**config.mk**
```make
export PLATFORM = sky130hd
export DESIGN_NAME = fault_status_unit
export DESIGN_NICKNAME = d
export VERILOG_FILES = /design/src/rtl/fsu_pkg.sv /design/src/rtl/fsu_sticky.sv /design/src/rtl/fsu_addr_cap.sv /design/src/rtl/fsu_escalate.sv /design/src/rtl/fault_status_unit.sv
export SDC_FILE = /design/constraint.sdc
export NUM_CORES = 1
export LEC_CHECK = 0
export ABC_AREA = 1
export BUFFER_PORTS_ARGS = -buffer_cell sky130_fd_sc_hd__clkbuf_2
export CORE_MARGIN = 8
export CORE_UTILIZATION = 48
export CTS_BUF_LIST = sky130_fd_sc_hd__clkbuf_16
export CTS_CLUSTER_DIAMETER = 200
export CTS_CLUSTER_SIZE = 8
export DETAILED_ROUTE_END_ITERATION = 7
export HOLD_SLACK_MARGIN = 0.12
export PLACE_DENSITY_LB_ADDON = 0.05
export SYNTH_ARGS = -nofsm -noshare
export SYNTH_HDL_FRONTEND = slang
export SYNTH_SLANG_ARGS = --single-unit
export TNS_END_PERCENT = 100
```
**constraint.sdc**
```tcl
create_clock -name clk -period 0.85 [get_ports clk]
set_input_delay 0.1275 -clock clk [delete_from_list [all_inputs] [get_ports clk]]
set_output_delay 0.1275 -clock clk [all_outputs]
set_load 0.05 [all_outputs]
```
**src/rtl/fsu_pkg.sv**
```systemverilog
package fsu_pkg;
    localparam int STAT_W        = 32;
    // status word bit positions (software decodes these)
    localparam int MP_IACC       = 0;
    localparam int MP_DACC       = 1;
    localparam int MP_VALID      = 7;
    localparam int BUS_IBUS      = 8;
    localparam int BUS_PRECISE   = 9;
    localparam int BUS_IMPRECISE = 10;
    localparam int BUS_VALID     = 15;
    localparam int USE_UNDEF     = 16;
    localparam int USE_STATE     = 17;
    localparam int USE_UNALIGN   = 24;
    localparam int USE_DIVZERO   = 25;
    // hard status bit positions
    localparam int HF_VECT       = 1;
    localparam int HF_FORCED     = 30;
    localparam int HF_DEBUG      = 31;

    typedef enum logic [1:0] {
        SEL_STATUS  = 2'd0,
        SEL_HARD    = 2'd1,
        SEL_BUSADDR = 2'd2,
        SEL_MPADDR  = 2'd3
    } reg_sel_e;
endpackage

```
**src/rtl/fsu_sticky.sv**
```systemverilog
module fsu_sticky #(
    parameter int W = 32
) (
    input  logic         clk,
    input  logic         rst_n,
    input  logic [W-1:0] set_i,
    input  logic [W-1:0] clr_i,
    output logic [W-1:0] q_o
);
    typedef struct packed {
        logic [W-1:0] bits;
    } st_t;

    st_t st_d, st_q;

    always_comb begin
        st_d = st_q;
        // set dominates a simultaneous clear
        st_d.bits = (st_q.bits & ~clr_i) | set_i;
    end

    always_ff @(posedge clk or negedge rst_n) begin
        if (!rst_n) st_q <= '0;
        else        st_q <= st_d;
    end

    assign q_o = st_q.bits;

    // with no clearing write no flag falls
    a_r2_sticky: assert property (@(posedge clk) disable iff (!rst_n)
        (clr_i == '0) |=> ((q_o & $past(q_o)) == $past(q_o)));
    // every requested set is present afterwards, even against a clear
    a_r4_set_wins: assert property (@(posedge clk) disable iff (!rst_n)
        (set_i != '0) |=> ((q_o & $past(set_i)) == $past(set_i)));
    // a cleared bit with no set falls
    a_r3_clear: assert property (@(posedge clk) disable iff (!rst_n)
        (set_i == '0) |=> ((q_o & $past(clr_i)) == '0));
endmodule

```
**src/rtl/fsu_addr_cap.sv**
```systemverilog
module fsu_addr_cap #(
    parameter int AW = 32
) (
    input  logic          clk,
    input  logic          rst_n,
    input  logic          capture_i,
    input  logic          clr_i,
    input  logic [AW-1:0] addr_i,
    output logic          valid_o,
    output logic [AW-1:0] addr_o
);
    typedef struct packed {
        logic          valid;
        logic [AW-1:0] addr;
    } cap_t;

    cap_t cap_d, cap_q;
    logic armed;

    always_comb begin
        cap_d = cap_q;
        armed = !cap_q.valid || clr_i;
        if (capture_i && armed) begin
            cap_d.valid = 1'b1;
            cap_d.addr  = addr_i;
        end else if (clr_i) begin
            cap_d.valid = 1'b0;
        end
    end

    always_ff @(posedge clk or negedge rst_n) begin
        if (!rst_n) cap_q <= '0;
        else        cap_q <= cap_d;
    end

    assign valid_o = cap_q.valid;
    assign addr_o  = cap_q.addr;

    // capture into an empty register
    a_r5_capture: assert property (@(posedge clk) disable iff (!rst_n)
        (capture_i && !valid_o) |=> (valid_o && (addr_o == $past(addr_i))));
    // held address is not overwritten
    a_r7_keep_addr: assert property (@(posedge clk) disable iff (!rst_n)
        (valid_o && !clr_i) |=> (valid_o && $stable(addr_o)));
    // clear without capture drops the flag
    a_r8_rearm: assert property (@(posedge clk) disable iff (!rst_n)
        (clr_i && !capture_i) |=> !valid_o);
endmodule

```
**src/rtl/fsu_escalate.sv**
```systemverilog
module fsu_escalate (
    input  logic clk,
    input  logic rst_n,
    input  logic mp_hit_i,
    input  logic bus_hit_i,
    input  logic usg_hit_i,
    input  logic vect_hit_i,
    input  logic mp_en_i,
    input  logic bus_en_i,
    input  logic usg_en_i,
    output logic forced_o,
    output logic req_mp_o,
    output logic req_bus_o,
    output logic req_usg_o,
    output logic req_hard_o
);
    typedef struct packed {
        logic mp;
        logic bus;
        logic usg;
        logic hard;
    } req_t;

    req_t req_d, req_q;
    logic esc;

    always_comb begin
        esc       = (mp_hit_i  && !mp_en_i)
                 || (bus_hit_i && !bus_en_i)
                 || (usg_hit_i && !usg_en_i);
        req_d.mp   = mp_hit_i  && mp_en_i;
        req_d.bus  = bus_hit_i && bus_en_i;
        req_d.usg  = usg_hit_i && usg_en_i;
        req_d.hard = esc || vect_hit_i;
    end

    always_ff @(posedge clk or negedge rst_n) begin
        if (!rst_n) req_q <= '0;
        else        req_q <= req_d;
    end

    assign forced_o   = esc;
    assign req_mp_o   = req_q.mp;
    assign req_bus_o  = req_q.bus;
    assign req_usg_o  = req_q.usg;
    assign req_hard_o = req_q.hard;

    // disabled class escalates, its own request stays low
    a_r11_mp_escalate: assert property (@(posedge clk) disable iff (!rst_n)
        (mp_hit_i && !mp_en_i) |=> (req_hard_o && !req_mp_o));
    a_r11_bus_escalate: assert property (@(posedge clk) disable iff (!rst_n)
        (bus_hit_i && !bus_en_i) |=> (req_hard_o && !req_bus_o));
    a_r11_use_escalate: assert property (@(posedge clk) disable iff (!rst_n)
        (usg_hit_i && !usg_en_i) |=> (req_hard_o && !req_usg_o));
    // enabled class fault requests its class next cycle
    a_r10_class_req: assert property (@(posedge clk) disable iff (!rst_n)
        (usg_hit_i && usg_en_i) |=> req_usg_o);
endmodule

```
**src/rtl/fault_status_unit.sv**
```systemverilog
module fault_status_unit #(
    parameter int ADDR_W = 32
) (
    input  logic              clk,
    input  logic              rst_n,
    input  logic              trap_unalign_en,
    input  logic              trap_div_en,
    input  logic              mp_handler_en,
    input  logic              bus_handler_en,
    input  logic              use_handler_en,
    input  logic              f_iviol,
    input  logic              f_dviol,
    input  logic [ADDR_W-1:0] mp_fault_addr,
    input  logic              f_ibus,
    input  logic              f_dbus_precise,
    input  logic              f_dbus_imprecise,
    input  logic [ADDR_W-1:0] bus_fault_addr,
    input  logic              f_undef,
    input  logic              f_badstate,
    input  logic              f_unalign,
    input  logic              f_divzero,
    input  logic              f_vector,
    input  logic              f_debug,
    input  logic              reg_wr,
    input  logic [1:0]        reg_sel,
    input  logic [31:0]       reg_wdata,
    output logic [31:0]       reg_rdata,
    output logic              req_mp,
    output logic              req_bus,
    output logic              req_use,
    output logic              req_hard
);
    import fsu_pkg::*;

    logic              unalign_ok, div_ok;
    logic              mp_hit, bus_hit, usg_hit;
    logic              wr_stat, wr_hard;
    logic [STAT_W-1:0] cfsr_set, cfsr_clr, cfsr_q, cfsr_rd;
    logic [STAT_W-1:0] hfsr_set, hfsr_clr, hfsr_q;
    logic              forced;
    logic              mp_valid, bus_valid;
    logic [ADDR_W-1:0] mp_addr_q, bus_addr_q;

    always_comb begin
        unalign_ok = f_unalign && trap_unalign_en;
        div_ok     = f_divzero && trap_div_en;
        mp_hit     = f_iviol || f_dviol;
        bus_hit    = f_ibus || f_dbus_precise || f_dbus_imprecise;
        usg_hit    = f_undef || f_badstate || unalign_ok || div_ok;
        wr_stat    = reg_wr && (reg_sel == SEL_STATUS);
        wr_hard    = reg_wr && (reg_sel == SEL_HARD);

        cfsr_set                = '0;
        cfsr_set[MP_IACC]       = f_iviol;
        cfsr_set[MP_DACC]       = f_dviol;
        cfsr_set[BUS_IBUS]      = f_ibus;
        cfsr_set[BUS_PRECISE]   = f_dbus_precise;
        cfsr_set[BUS_IMPRECISE] = f_dbus_imprecise;
        cfsr_set[USE_UNDEF]     = f_undef;
        cfsr_set[USE_STATE]     = f_badstate;
        cfsr_set[USE_UNALIGN]   = unalign_ok;
        cfsr_set[USE_DIVZERO]   = div_ok;
        cfsr_clr                = wr_stat ? reg_wdata : '0;

        hfsr_set            = '0;
        hfsr_set[HF_VECT]   = f_vector;
        hfsr_set[HF_FORCED] = forced;
        hfsr_set[HF_DEBUG]  = f_debug;
        hfsr_clr            = wr_hard ? reg_wdata : '0;
    end

    fsu_sticky #(.W(STAT_W)) u_cfsr (
        .clk(clk), .rst_n(rst_n), .set_i(cfsr_set), .clr_i(cfsr_clr), .q_o(cfsr_q)
    );

    fsu_sticky #(.W(STAT_W)) u_hfsr (
        .clk(clk), .rst_n(rst_n), .set_i(hfsr_set), .clr_i(hfsr_clr), .q_o(hfsr_q)
    );

    fsu_addr_cap #(.AW(ADDR_W)) u_mp_cap (
        .clk(clk), .rst_n(rst_n),
        .capture_i(f_dviol),
        .clr_i(wr_stat && reg_wdata[MP_VALID]),
        .addr_i(mp_fault_addr),
        .valid_o(mp_valid), .addr_o(mp_addr_q)
    );

    fsu_addr_cap #(.AW(ADDR_W)) u_bus_cap (
        .clk(clk), .rst_n(rst_n),
        .capture_i(f_dbus_precise),
        .clr_i(wr_stat && reg_wdata[BUS_VALID]),
        .addr_i(bus_fault_addr),
        .valid_o(bus_valid), .addr_o(bus_addr_q)
    );

    fsu_escalate u_esc (
        .clk(clk), .rst_n(rst_n),
        .mp_hit_i(mp_hit), .bus_hit_i(bus_hit), .usg_hit_i(usg_hit),
        .vect_hit_i(f_vector),
        .mp_en_i(mp_handler_en), .bus_en_i(bus_handler_en), .usg_en_i(use_handler_en),
        .forced_o(forced),
        .req_mp_o(req_mp), .req_bus_o(req_bus), .req_usg_o(req_use), .req_hard_o(req_hard)
    );

    always_comb begin
        cfsr_rd            = cfsr_q;
        cfsr_rd[MP_VALID]  = mp_valid;
        cfsr_rd[BUS_VALID] = bus_valid;
        unique case (reg_sel)
            SEL_STATUS:  reg_rdata = cfsr_rd;
            SEL_HARD:    reg_rdata = hfsr_q;
            SEL_BUSADDR: reg_rdata = 32'(bus_addr_q);
            default:     reg_rdata = 32'(mp_addr_q);
        endcase
    end

    // an imprecise error alone leaves the bus address and its flag alone
    a_r6_imprecise_no_capture: assert property (@(posedge clk) disable iff (!rst_n)
        (f_dbus_imprecise && !f_dbus_precise && !wr_stat)
        |=> ($stable(bus_addr_q) && $stable(bus_valid)));
    // a disabled trap never records divide by zero
    a_r9_div_trap: assert property (@(posedge clk) disable iff (!rst_n)
        (!trap_div_en && !cfsr_rd[USE_DIVZERO]) |=> !cfsr_rd[USE_DIVZERO]);
    // a disabled trap never records an unaligned access
    a_r9_unalign_trap: assert property (@(posedge clk) disable iff (!rst_n)
        (!trap_unalign_en && !cfsr_rd[USE_UNALIGN]) |=> !cfsr_rd[USE_UNALIGN]);
    // every hard request is explained by a hard status bit
    a_r12_hard_cause: assert property (@(posedge clk) disable iff (!rst_n)
        req_hard |-> (hfsr_q[HF_FORCED] || hfsr_q[HF_VECT]));
    // a debug event alone raises no request
    a_r12_debug_quiet: assert property (@(posedge clk) disable iff (!rst_n)
        (f_debug && !f_vector && !mp_hit && !bus_hit && !usg_hit)
        |=> !(req_hard || req_mp || req_bus || req_use));
endmodule

```
# ---- Word level (Yosys, flattened, before mapping)
# Cells that the tools add are included.
dict set report totals {
  reg_bits 134
  latch_bits 0
  ram_bits 0
  romBits 0
  input_bits 117
  word_cells 58
  mem_count 0
}
dict set report op_classes {
  n_addsub 0
  n_mul 0
  div_mod_pow 0
  order_cmp 0
  n_eq_ne 2
  shift 0
  muxes 7
  bitwise_logic 6
  reduce_logical 33
}
# operator n
set ops {}
lappend ops {{$pmux W32 S3} 1}
lappend ops {{$and A32 B32 Y32} 2}
lappend ops {{$mux W32} 2}
lappend ops {{$not A32 Y32} 2}
lappend ops {{$or A32 B26 Y32} 1}
lappend ops {{$or A32 B32 Y32} 1}
lappend ops {{$logic_and A1 B1 Y1} 14}
lappend ops {{$logic_or A1 B1 Y1} 11}
lappend ops {{$logic_not A1 Y1} 5}
lappend ops {{$mux W1} 4}
lappend ops {{$reduce_bool A2 Y1} 2}
lappend ops {{$eq A2 B1 Y1 const B} 1}
lappend ops {{$eq A2 B2 Y1 const B} 1}
lappend ops {{$logic_not A2 Y1} 1}

# ---- Depth between registers and ports, before layout
# Gate-level depths: netlist of the first run.
dict set report depth {
  word_depth 6
  mapped_depth 8
}

# ---- Modules after synthesis
# From an unflattened synthesis of the first run, not the netlist that was laid out.
dict set report hier_totals {
  hier_cells 924
  hier_area_um2 6745.2
}
# mod n_inst cells_each area_per_inst_um2 seq_area_each_um2
set modules_own_cells {}
lappend modules_own_cells {fsu_addr_cap 2 143 1330.0 825.8}
lappend modules_own_cells {fsu_sticky 2 160 1281.2 800.8}
lappend modules_own_cells {fault_status_unit 1 299 1357.6 0.0}
lappend modules_own_cells {fsu_escalate 1 19 165.2 100.1}

# ---- Worst setup path after synthesis of the first run
# No wires, ideal clock.
dict set report synth_path {
  path_type {input-to-output}
  start {input port reg_sel[1]}
  end {output port reg_rdata[0]}
  arrival_ps 1081
  required_ps 722
  slack_ps -358
  cell_stages 6
  n_path_buf 1
  cell_sequence {inv_1 nand2_2 inv_1 clkbuf_1 nand2_1 nand4_1}
}
dict set report synth_between {
  elab_chain_len 2
  word_cells_on_any_way 4
  cone_classes {2 x eq/ne; 1 x mux; 1 x reduce/logical}
}
# element line
set synth_lines {}
lappend synth_lines {{start: declaration} fault_status_unit.sv:25} ;# input logic [1:0] reg_sel,
lappend synth_lines {{$eq A2 B2 Y1, or another cell as far along} fault_status_unit.sv:109} ;# unique case (reg_sel)
lappend synth_lines {{$pmux W32 S3 (*)} fault_status_unit.sv:109}
lappend synth_lines {{end: declaration} fault_status_unit.sv:27} ;# output logic [31:0] reg_rdata,
# Every way passes the cells marked *; elsewhere a longest branch is shown, timed or not.

# ---- Final worst setup path of the first run
dict set report layout_path {
  start {register u_bus_cap.cap_q (netlist bit u_bus_cap.addr_o[15])}
  end {output port reg_rdata[15]}
}
dict set report layout_between {
  elab_chain_len 1
}
# element line
set layout_lines {}
lappend layout_lines {{start: declaration} fsu_addr_cap.sv:17} ;# cap_t cap_d, cap_q;
lappend layout_lines {{start signal: assignment} fsu_addr_cap.sv:33} ;# else cap_q <= cap_d;
lappend layout_lines {{$pmux W32 S3} fault_status_unit.sv:109}
# No other way between the ends.

==> results of run 1 <==
## how the worst max path moves through the flow
stage | to | slack [ps] | from
global route | reg_rdata[15] | -770 | u_bus_cap.addr_o[15]$_DFFE_PN0P_
CTS | reg_rdata[15] | -550 | u_bus_cap.valid_o$_DFFE_PN0P_
global placement | reg_rdata[15] | -520 | reg_sel[1]
finish | reg_rdata[15] | -740 | u_bus_cap.addr_o[15]$_DFFE_PN0P_
detailed placement | reg_rdata[15] | -550 | reg_sel[1]
floorplan | reg_rdata[15] | -210 | reg_sel[1]
## cells in the mapped netlist, drive strengths merged
cell    number  share of area, %
nand4       33               3.5
o21ai       58               5.6
nand2      287                18
buf         22               2.3
o21a         1              0.13
clkbuf      16               1.0
dfrtp      132                56
a21oi        2              0.17
nor2         3              0.45
a31oi        1              0.11
inv         96               6.1
nand3       70               6.1
## worst max-delay path, cell delays in order (launching register included)
cell     delay (ps)
dfrtp_1         390
nand2_1         100
nand4_1         280
buf_12          260
## flip-flops by register name (all words and copies together) (netlist names)
signal	flops
u_hfsr.q_o	32
u_esc.req_mp_o	1
u_bus_cap.addr_o	32
u_mp_cap.addr_o	32
u_esc.req_hard_o	1
u_cfsr.q_o	30
u_esc.req_bus_o	1
u_bus_cap.valid_o	1
u_esc.req_usg_o	1
u_mp_cap.valid_o	1
## power groups by stage
stage | registers, mW | clock network (mW) | logic (mW)
after floorplan | 7.58 | 0 | 2.12
final | 7.83 | 7.69 | 6.47
after global placement | 7.64 | 0 | 4.22
after global routing | 7.88 | 7.92 | 6.73
after CTS | 7.62 | 7.52 | 5.40
after detailed placement | 7.66 | 0 | 4.29
## cell families after synthesis
group | synth area share, %
buffers and inverters | 9.45
AND/OR/NAND/NOR | 28.6
flip-flops | 56.0
AO/OA/AOI/OAI | 5.96
## area by class of cell
cell class	instances	area [sq um]
timing repair buffer	375	3820
sequential	132	3300
multi-input combinational	455	2820
fill	425	911
clock buffer	17	425
inverter	96	383
tap	147	184
clock inverter	14	169
antenna	1	2.50
## per-stage QoR
step | setup TNS, ps | total power [mW] | hold slack [ps] | cell area, sq um
3_3_place_gp | -69590 | 11.9 | -10.1 | 7790
3_5_place_dp | -71640 | 12.0 | -11.2 | 7790
2_1_floorplan | -16320 | 9.69 | -168 | 6030
5_1_grt | -46570 | 22.5 | 127 | 11100
4_1_cts | -40060 | 20.5 | 109 | 10500
6_report | -43990 | 22.0 | 110 | 11100
## metal layers
| metal | up-vias | wire length (um) | global-route usage (%) |
|---|---|---|---|
| met5 | - | 0 | 0 |
| met4 | 0 | 2050 | 16.0 |
| met3 | 200 | 3020 | 9.34 |
| met2 | 640 | 14500 | 55.1 |
| met1 | 3516 | 10100 | 37.5 |
| li1 | 2989 | - | - |
## placed cells by master, fill, tap and decap left out, types with 2 or more instances in the layout
cell,n
nand2_2,52
nand3_4,9
clkinv_2,3
clkinv_1,4
bufinv_16,4
nand2_4,32
nand3_2,39
clkbuf_16,20
dlygate4sd3_1,109
buf_16,8
buf_12,55
dfrtp_1,132
buf_4,69
nand4_1,33
o21ai_0,24
o21ai_4,2
inv_1,90
buf_6,9
buf_8,10
o21ai_1,19
clkbuf_2,112
inv_2,4
nor2_4,3
o21ai_2,13
clkinvlp_4,2
nand2_1,198
nand2_8,5
nand3_1,22
## what timing repair did
item,4_1_cts,5_1_grt
resized for setup,102,164
setup buffers,27,24
cloned,15,3
hold buffers,109,3
endpoints found under the hold margin,262,6
endpoints found under the setup margin,111,149
pin swaps,107,90
==> run summary, run 1 <==
pwr/cell area = 1980 mW/mm^2
peak supply drop = 1790 uV
synth-to-layout area growth = 88.3%
Total GRT Usage = 32.7%
Max H-tree Level = 4
fin cells = 1,237
worst-path fanout max = 2
crit path kind = reg -> out
PortBufs = 152
Setup Skew = 5.20 ps
Detailed Routing Iterations Pass 1 = 5
Inst Count DP = 1,040
R2R Setup Slk = -490 ps
Mapped Avg Cell Area = 8.18 sq um
layout cells sized above 1 = 41.8%
actual slew at the worst max-slew pin = 364 ps
Util after Layout = 92.4%
Worst Reg-to-Reg Cells = 8
Worst Path Arrival = 1460 ps
capturing point of the worst reg2reg path = u_mp_cap.addr_o[31]$_DFFE_PN0P_
cell area after synthesis = 0.00589 sq mm
Slew HR = 75.5%
first-pass GRT wire length = 40.5 mm
routed len/inst = 24.0 um
CTS max path bufs = 2
area of the core = 0.0120 sq mm
Crit path required time = 720 ps
DR vias = 7,345
R2R Path Start = u_mp_cap.valid_o$_DFFE_PN0P_
total detailed-routing wirelength = 29.7 mm
Worst-path clk slew = 60 ps
syn_nets = 838
hold crit path type = in -> async
number of distinct library cells after synthesis = 20
Iteration-0 DRC Markers = 949
Lkg Pwr = 5.76 nW
Final min period = 1590 ps
Switching Fraction = 31.8%
Place WS = -547 ps
TritonCTS clock tree = yes
total gr overflow = 0
io pins = 153
outcome = complete, but fails checks
Die Area = 0.0161 sq mm
reported net switching power = 7.00 mW
Remaining DRCs = 0
f_max = 630 MHz
Nets = 1,194
Comb power frac = 29.4%
worst setup margin = -738 ps
Root Buffer = clkbuf_16
Chip Height = 127 um
Die W = 127 um
final period utilization = 187%
Mapped Cells = 721
Worst setup EP type = primary output
Detail Route Antenna Nets = 0
CP startpoint kind = flip-flop
clock power share = 35.0%
Row Count = 40
Reg power frac = 35.6%
vias in the first global route = 7,514
# setup viols final = 130
Int Power = 15.0 mW
CTS Buf Count = 17
RSZ-0062 raised after global routing = true
Clock Sinks = 132
max cap viols = 0
initial core utilization = 49.1%
GP Congestion = 0.859
initial antenna violation count = 0
sequential area share after synthesis = 56.0%
FF+latch count, synth = 132
failing checks = negative setup slack
clock latency on the worst-skew pair = 430 ps
final hold violation count = 0
Final Slew Violations = 0
vias per std cell = 5.94
DP HPWL = 13.3 mm
largest net degree at the start of global routing = 39
synth warn = 0
Power figures use the tool's default switching activity.
==> run 2, diff against run 1 <==
--- a/config.mk
+++ b/config.mk
@@ -7,6 +7,7 @@
 export LEC_CHECK = 0
 export ABC_AREA = 1
 export BUFFER_PORTS_ARGS = -buffer_cell sky130_fd_sc_hd__clkbuf_2
+export CORE_ASPECT_RATIO = 0.75
 export CORE_MARGIN = 8
 export CORE_UTILIZATION = 48
 export CTS_BUF_LIST = sky130_fd_sc_hd__clkbuf_16
==> run 2 against run 1 <==
  * The run still ends with negative setup slack left
  * Die area increased by 0.23%
  * Combinational power decreased by 3%
  * Maximum frequency increased by 8.8%
  * Design area decreased by 3.1%
  * Flip-flop and latch count unchanged
  * Critical endpoint is now reg_rdata[1]
==> run summary, run 2 (synthesized netlist as in run 1, its figures left out) <==
largest net degree at the start of global routing = 36 (was 39)
outcome = complete, but fails checks (unchanged)
DP HPWL = 13.1 mm (was 13.3 mm)
Worst setup EP type = primary output (unchanged)
Crit path required time = 720 ps (about the same)
Slew HR = 71.9% (was 75.5%)
commonest cells after routing, fill and taps aside = nand2_1 (208), dfrtp_1 (132), clkbuf_2 (110) (was nand2_1 (198), dfrtp_1 (132), clkbuf_2 (112))
Hold Crit Depth = 5
DR vias = 7,013 (was 7,345)
Max stage delay on crit path = 410 ps (was 390 ps)
total gr overflow = 0 (unchanged)
Worst-path clk slew = 60 ps (about the same)
vias in the first global route = 7,123 (was 7,514)
Total GRT Usage = 29.7% (was 32.7%)
final period utilization = 172% (was 187%)
CTS max path bufs = 2 (unchanged)
hold crit path type = in -> reg (was in -> async)
Final min period = 1460 ps (was 1590 ps)
synth-to-layout area growth = 82.6% (was 88.3%)
Final Slew Violations = 0 (unchanged)
f_max = 685 MHz (was 630 MHz)
Sum Neg Setup Slack = -40,070 ps (was -43,990 ps)
Chip Height = 112 um (was 127 um)
PortBufs = 152 (unchanged)
io pins = 153 (unchanged)
GP Congestion = 0.854 (was 0.859)
worst path bufs/invs = 1 (unchanged)
initial antenna violation count = 1 (was 0)
Worst Reg-to-Reg Cells = 7 (was 8)
max cap viols = 0 (unchanged)
pwr/cell area = 1980 mW/mm^2 (about the same)
Iteration-0 DRC Markers = 752 (was 949)
crit path kind = reg -> out (unchanged)
area of the core = 0.0121 sq mm (was 0.0120 sq mm)
Detailed Routing Iterations Pass 1 = 5 (unchanged)
peak supply drop = 1570 uV (was 1790 uV)
total detailed-routing wirelength = 26.4 mm (was 29.7 mm)
Util after Layout = 88.7% (was 92.4%)
CP startpoint kind = flip-flop (unchanged)
most common cell after layout, fill and taps aside = nand2_1 (unchanged)
layout cells sized above 1 = 40.2% (was 41.8%)
Critical Path, Cell by Cell = nand2_2, nand4_1, buf_12 (was nand2_1, nand4_1, buf_12)
Nets = 1,199 (was 1,194)
Die W = 144 um (was 127 um)
initial core utilization = 48.6% (was 49.1%)
Die Area = 0.0161 sq mm (about the same)
routed len/inst = 21.0 um (was 24.0 um)
Row Count = 35 (was 40)
worst setup margin = -610 ps (was -738 ps)
Max H-tree Level = 4 (unchanged)
# setup viols final = 108 (was 130)
CP Depth = 3 (unchanged)
final hold violation count = 0 (unchanged)
Detail Route Antenna Nets = 0 (unchanged)
WHS = 92.8 ps (was 110 ps)
TritonCTS clock tree = yes (unchanged)
failing checks = negative setup slack (unchanged)
first-pass GRT wire length = 36.5 mm (was 40.5 mm)
Root Buffer = clkbuf_16 (unchanged)
Remaining DRCs = 0 (unchanged)
Worst path slowest cell = dfrtp_1 (unchanged)
Worst Path Arrival = 1330 ps (was 1460 ps)
clock latency on the worst-skew pair = 430 ps (about the same)
CTS Buf Count = 17 (unchanged)
vias per std cell = 5.56 (was 5.94)
n_diodes = 0 (was 1)
actual slew at the worst max-slew pin = 422 ps (was 364 ps)
worst-path fanout max = 2 (unchanged)
Worst path top cell family by delay = flip-flops (unchanged)
Lkg Pwr = 5.68 nW (was 5.76 nW)
RSZ-0062 raised after global routing = true (unchanged)
Clock Sinks = 132 (unchanged)
Setup Skew = 12.2 ps (was 5.20 ps)
[run 2: cell count changes in the layout (fill, tap and decap cells not counted), sizes merged]
| cell | delta |
|---|---|
| buf | +7 |
| clkinv | -1 |
| inv | +1 |
| dlymetal6s4s | +1 |
| bufinv | -2 |
| clkinvlp | +3 |
| clkbuf | -3 |
| diode | -1 |
[run 2: area by class of cell]
type	instances	area [sq um]
Tap cell	166	208
Clock buffer	17	425
Timing Repair Buffer	380	3710
Multi-Input combinational cell	455	2600
Sequential cell	132	3300
Fill cell	539	1370
Clock inverter	15	143
Inverter	96	378
[run 2: stage by stage]
step | instance area (sq um) | total power, mW | worst slack, ps | cells
after detailed placement | 7830 | 12.1 | -536 | 1069
after global placement | 7830 | 12.0 | -521 | 1069
after floorplan | 6030 | 9.69 | -210 | 721
after CTS | 10200 | 20.0 | -563 | 1240
after global routing | 10800 | 21.9 | -661 | 1261
final | 10800 | 21.3 | -610 | 1261
[run 2: power by group]
group	internal (mW)	switching [mW]
sequential	7.11	0.655
clock	4.27	2.99
combinational	3.10	3.21
[run 2: tightest hold or removal path: cells and delay by family]
family | cells | cell delay, ps
buffers and inverters | 2 | 140
AND/OR/NAND/NOR | 3 | 220
[run 2: timing repair]
action                                  CTS  global route
gates cloned                              9             2
endpoints found under the setup margin  126           144
pin swaps                                72            71
endpoints found under the hold margin   262             9
resized for setup                        79           155
buffers inserted                         22            30
hold buffers                            109             5
[run 2: worst paths after layout]
path                                                 start                              end  slack, ps
setup / recovery           u_bus_cap.addr_o[1]$_DFFE_PN0P_                     reg_rdata[1]       -610
max in group asynchronous                            rst_n       u_esc.req_hard_o$_DFF_PN0_        240
min in group asynchronous                            rst_n         u_cfsr.q_o[12]$_DFF_PN0_        120
hold / removal                                   f_unalign        u_esc.req_usg_o$_DFF_PN0_         90
setup reg to reg             u_bus_cap.valid_o$_DFFE_PN0P_  u_bus_cap.addr_o[0]$_DFFE_PN0P_       -420
hold reg to reg                    u_hfsr.q_o[3]$_DFF_PN0_          u_hfsr.q_o[3]$_DFF_PN0_        480
[run 2: routing by layer]
metal  GRT usage (%)  routed length, um
met2            48.6              12800
met3            9.11               2980
met4            14.4               1100
met1            34.6               9520
met5               0                 11
==> run 3, diff against run 2 <==
--- a/config.mk
+++ b/config.mk
@@ -15,7 +15,7 @@
 export CTS_CLUSTER_SIZE = 8
 export DETAILED_ROUTE_END_ITERATION = 7
 export HOLD_SLACK_MARGIN = 0.12
-export PLACE_DENSITY_LB_ADDON = 0.05
+export PLACE_DENSITY = 0.76
 export SYNTH_ARGS = -nofsm -noshare
 export SYNTH_HDL_FRONTEND = slang
 export SYNTH_SLANG_ARGS = --single-unit
==> run 3 against run 2 <==
  * The run ends with design-rule violations, negative setup slack left
  * Non-clock buffer count decreased by 5
  * Worst hold slack better by 58 ps
  * Sequential power up 3%
  * Power is 9.0% higher
  * Die area stayed put
  * Combinational power up 8.7%
  * Wire length rose by 34%
  * Register-to-register slack got worse by 80 ps
  * First-iteration DRC count rose by 69%
  * Worst setup slack lost 220 ps
  * Global-route usage rose by 3.7 points
  * Count of clock-buffer cells in the layout stayed put
  * Largest cell class unchanged
  * Largest power group is now the clock network
  * Highest routed layer unchanged
==> run summary, run 3 (synthesized netlist as in run 1, its figures left out) <==
synth-to-layout area growth = 90.4% (was 82.6%)
Setup Skew = 20.9 ps (was 12.2 ps)
largest net degree at the start of global routing = 29 (was 36)
clock latency on the worst-skew pair = 460 ps (was 430 ps)
actual slew at the worst max-slew pin = 407 ps (was 422 ps)
Worst-path clk slew = 60 ps (about the same)
worst setup margin = -832 ps (was -610 ps)
final period utilization = 198% (was 172%)
# setup viols final = 145 (was 108)
TritonCTS clock tree = yes (unchanged)
initial antenna violation count = 1 (unchanged)
Nets = 1,194 (was 1,199)
Util after Layout = 92.5% (was 88.7%)
CP startpoint kind = flip-flop (unchanged)
commonest cells after routing, fill and taps aside = nand2_1 (181), dfrtp_1 (131), dlygate4sd3_1 (110), clkbuf_2 (110), inv_1 (90) (was nand2_1 (208), dfrtp_1 (132), clkbuf_2 (110))
Detail Route Antenna Nets = 0 (unchanged)
Root Buffer = clkbuf_16 (unchanged)
CTS max path bufs = 2 (unchanged)
crit path kind = reg -> out (unchanged)
first-pass GRT wire length = 40.6 mm (was 36.5 mm)
GP Congestion = 0.826 (was 0.854)
DR vias = 8,050 (was 7,013)
Final min period = 1680 ps (was 1460 ps)
Final Slew Violations = 0 (unchanged)
Die Area = 0.0161 sq mm (unchanged)
Hold Crit Depth = 5 (unchanged)
vias per std cell = 6.40 (was 5.56)
DP HPWL = 13.7 mm (was 13.1 mm)
PortBufs = 152 (unchanged)
routed len/inst = 28.1 um (was 21.0 um)
final hold violation count = 0 (unchanged)
failing checks = design-rule violations, negative setup slack (was negative setup slack)
Worst setup EP type = primary output (unchanged)
area of the core = 0.0121 sq mm (unchanged)
hold crit path type = in -> reg (unchanged)
Worst path slowest cell = dfrtp_1 (unchanged)
RSZ-0062 raised after global routing = true (unchanged)
Sum Neg Setup Slack = -56,570 ps (was -40,070 ps)
Iteration-0 DRC Markers = 1,273 (was 752)
initial core utilization = 48.6% (unchanged)
CP Depth = 3 (unchanged)
worst-path fanout max = 2 (unchanged)
peak supply drop = 1900 uV (was 1570 uV)
total detailed-routing wirelength = 35.3 mm (was 26.4 mm)
Row Count = 35 (unchanged)
Critical Path, Cell by Cell = nand2_1, nand4_1, buf_12 (was nand2_2, nand4_1, buf_12)
Die W = 144 um (unchanged)
Remaining DRCs = 4 (was 0)
Lkg Pwr = 5.76 nW (was 5.68 nW)
layout cells sized above 1 = 44.9% (was 40.2%)
total gr overflow = 0 (unchanged)
Total GRT Usage = 33.4% (was 29.7%)
Worst path top cell family by delay = flip-flops (unchanged)
pwr/cell area = 2070 mW/mm^2 (was 1980 mW/mm^2)
Chip Height = 112 um (unchanged)
Worst Reg-to-Reg Cells = 6 (was 7)
worst path bufs/invs = 1 (unchanged)
f_max = 595 MHz (was 685 MHz)
most common cell after layout, fill and taps aside = nand2_1 (unchanged)
Max stage delay on crit path = 430 ps (was 410 ps)
max cap viols = 0 (unchanged)
Detailed Routing Iterations Pass 1 = 8 (was 5)
vias in the first global route = 7,599 (was 7,123)
Crit path required time = 720 ps (about the same)
Slew HR = 72.9% (was 71.9%)
outcome = complete, but fails checks (unchanged)
CTS Buf Count = 17 (unchanged)
io pins = 153 (unchanged)
Clock Sinks = 132 (unchanged)
Worst Path Arrival = 1550 ps (was 1330 ps)
Max H-tree Level = 4 (unchanged)
run 3: changes by cell type in the layout (fill, tap and decap cells not counted), sizes merged, moves of 2 or more:
cell / before / now
buf: 158 / 151
clkinvlp: 5 / 2
bufinv: 2 / 5
clkbuf: 129 / 131
run 3: where the power goes:
group	total, mW	internal (mW)	switching (mW)	leakage [nW]
Clock	8.43	5.18	3.25	0.311
Sequential	7.97	7.11	0.863	1.67
Combinational	6.85	3.09	3.76	3.78
Total	23.3	15.4	7.88	5.76
run 3: final timing paths:
path,start,to,slack (ps)
min in group asynchronous,rst_n,u_bus_cap.addr_o[3]$_DFFE_PN0P_,160
worst max register to register,u_mp_cap.valid_o$_DFFE_PN0P_,u_mp_cap.addr_o[30]$_DFFE_PN0P_,-500
worst min register to register,u_cfsr.q_o[23]$_DFF_PN0_,u_cfsr.q_o[23]$_DFF_PN0_,490
worst min-delay path,f_dbus_imprecise,u_esc.req_hard_o$_DFF_PN0_,150
max in group asynchronous,rst_n,u_bus_cap.addr_o[5]$_DFFE_PN0P_,180
worst max-delay path,u_bus_cap.addr_o[17]$_DFFE_PN0P_,reg_rdata[17],-830
run 3: area by class of cell:
cell class / instances / area (sq um)
repair buffers: 375 / 3720
clock buffers: 17 / 425
multi-input cells: 455 / 2980
diodes: 1 / 2.50
well taps: 166 / 208
inverters: 96 / 375
flip-flops and latches: 132 / 3300
fillers: 363 / 907
clock inverters: 15 / 214
run 3: worst reg2reg max path, stage by stage (launching register included):
cell and delay [ps]:
dfrtp_1 410, buf_6 140, nand2_8 70, nand2_8 100, buf_12 190, nand2_4 80
nand2_1 180
run 3: routing by layer:
layer  track usage [%]  up-vias  routed length [um]
li1                  -     2979                   -
met1              37.2     3750               11200
met2              53.8      969               15300
met3              11.3      350                5380
met4              21.2        2                3330
met5                 0        -                  18
run 3: timing repair:
item                                    4_1_cts  5_1_grt
pin swaps                                    93       53
gates resized for setup                      90      237
endpoints found under the setup margin      127      125
endpoints found under the hold margin       261        5
buffers inserted                             55       26
hold buffers                                110        4
cloned                                        7        2
run 3: through the flow:
step	total power [mW]	hold slack, ps	cell area (sq um)	worst slack, ps	instances
floorplan	9.69	-168	6030	-210	721
CTS	20.8	115	10300	-587	1236
global placement	11.8	25.8	7810	-490	1065
finish	23.3	151	11200	-832	1257
detailed placement	11.9	29.4	7810	-531	1065
global route	23.6	151	11200	-849	1257
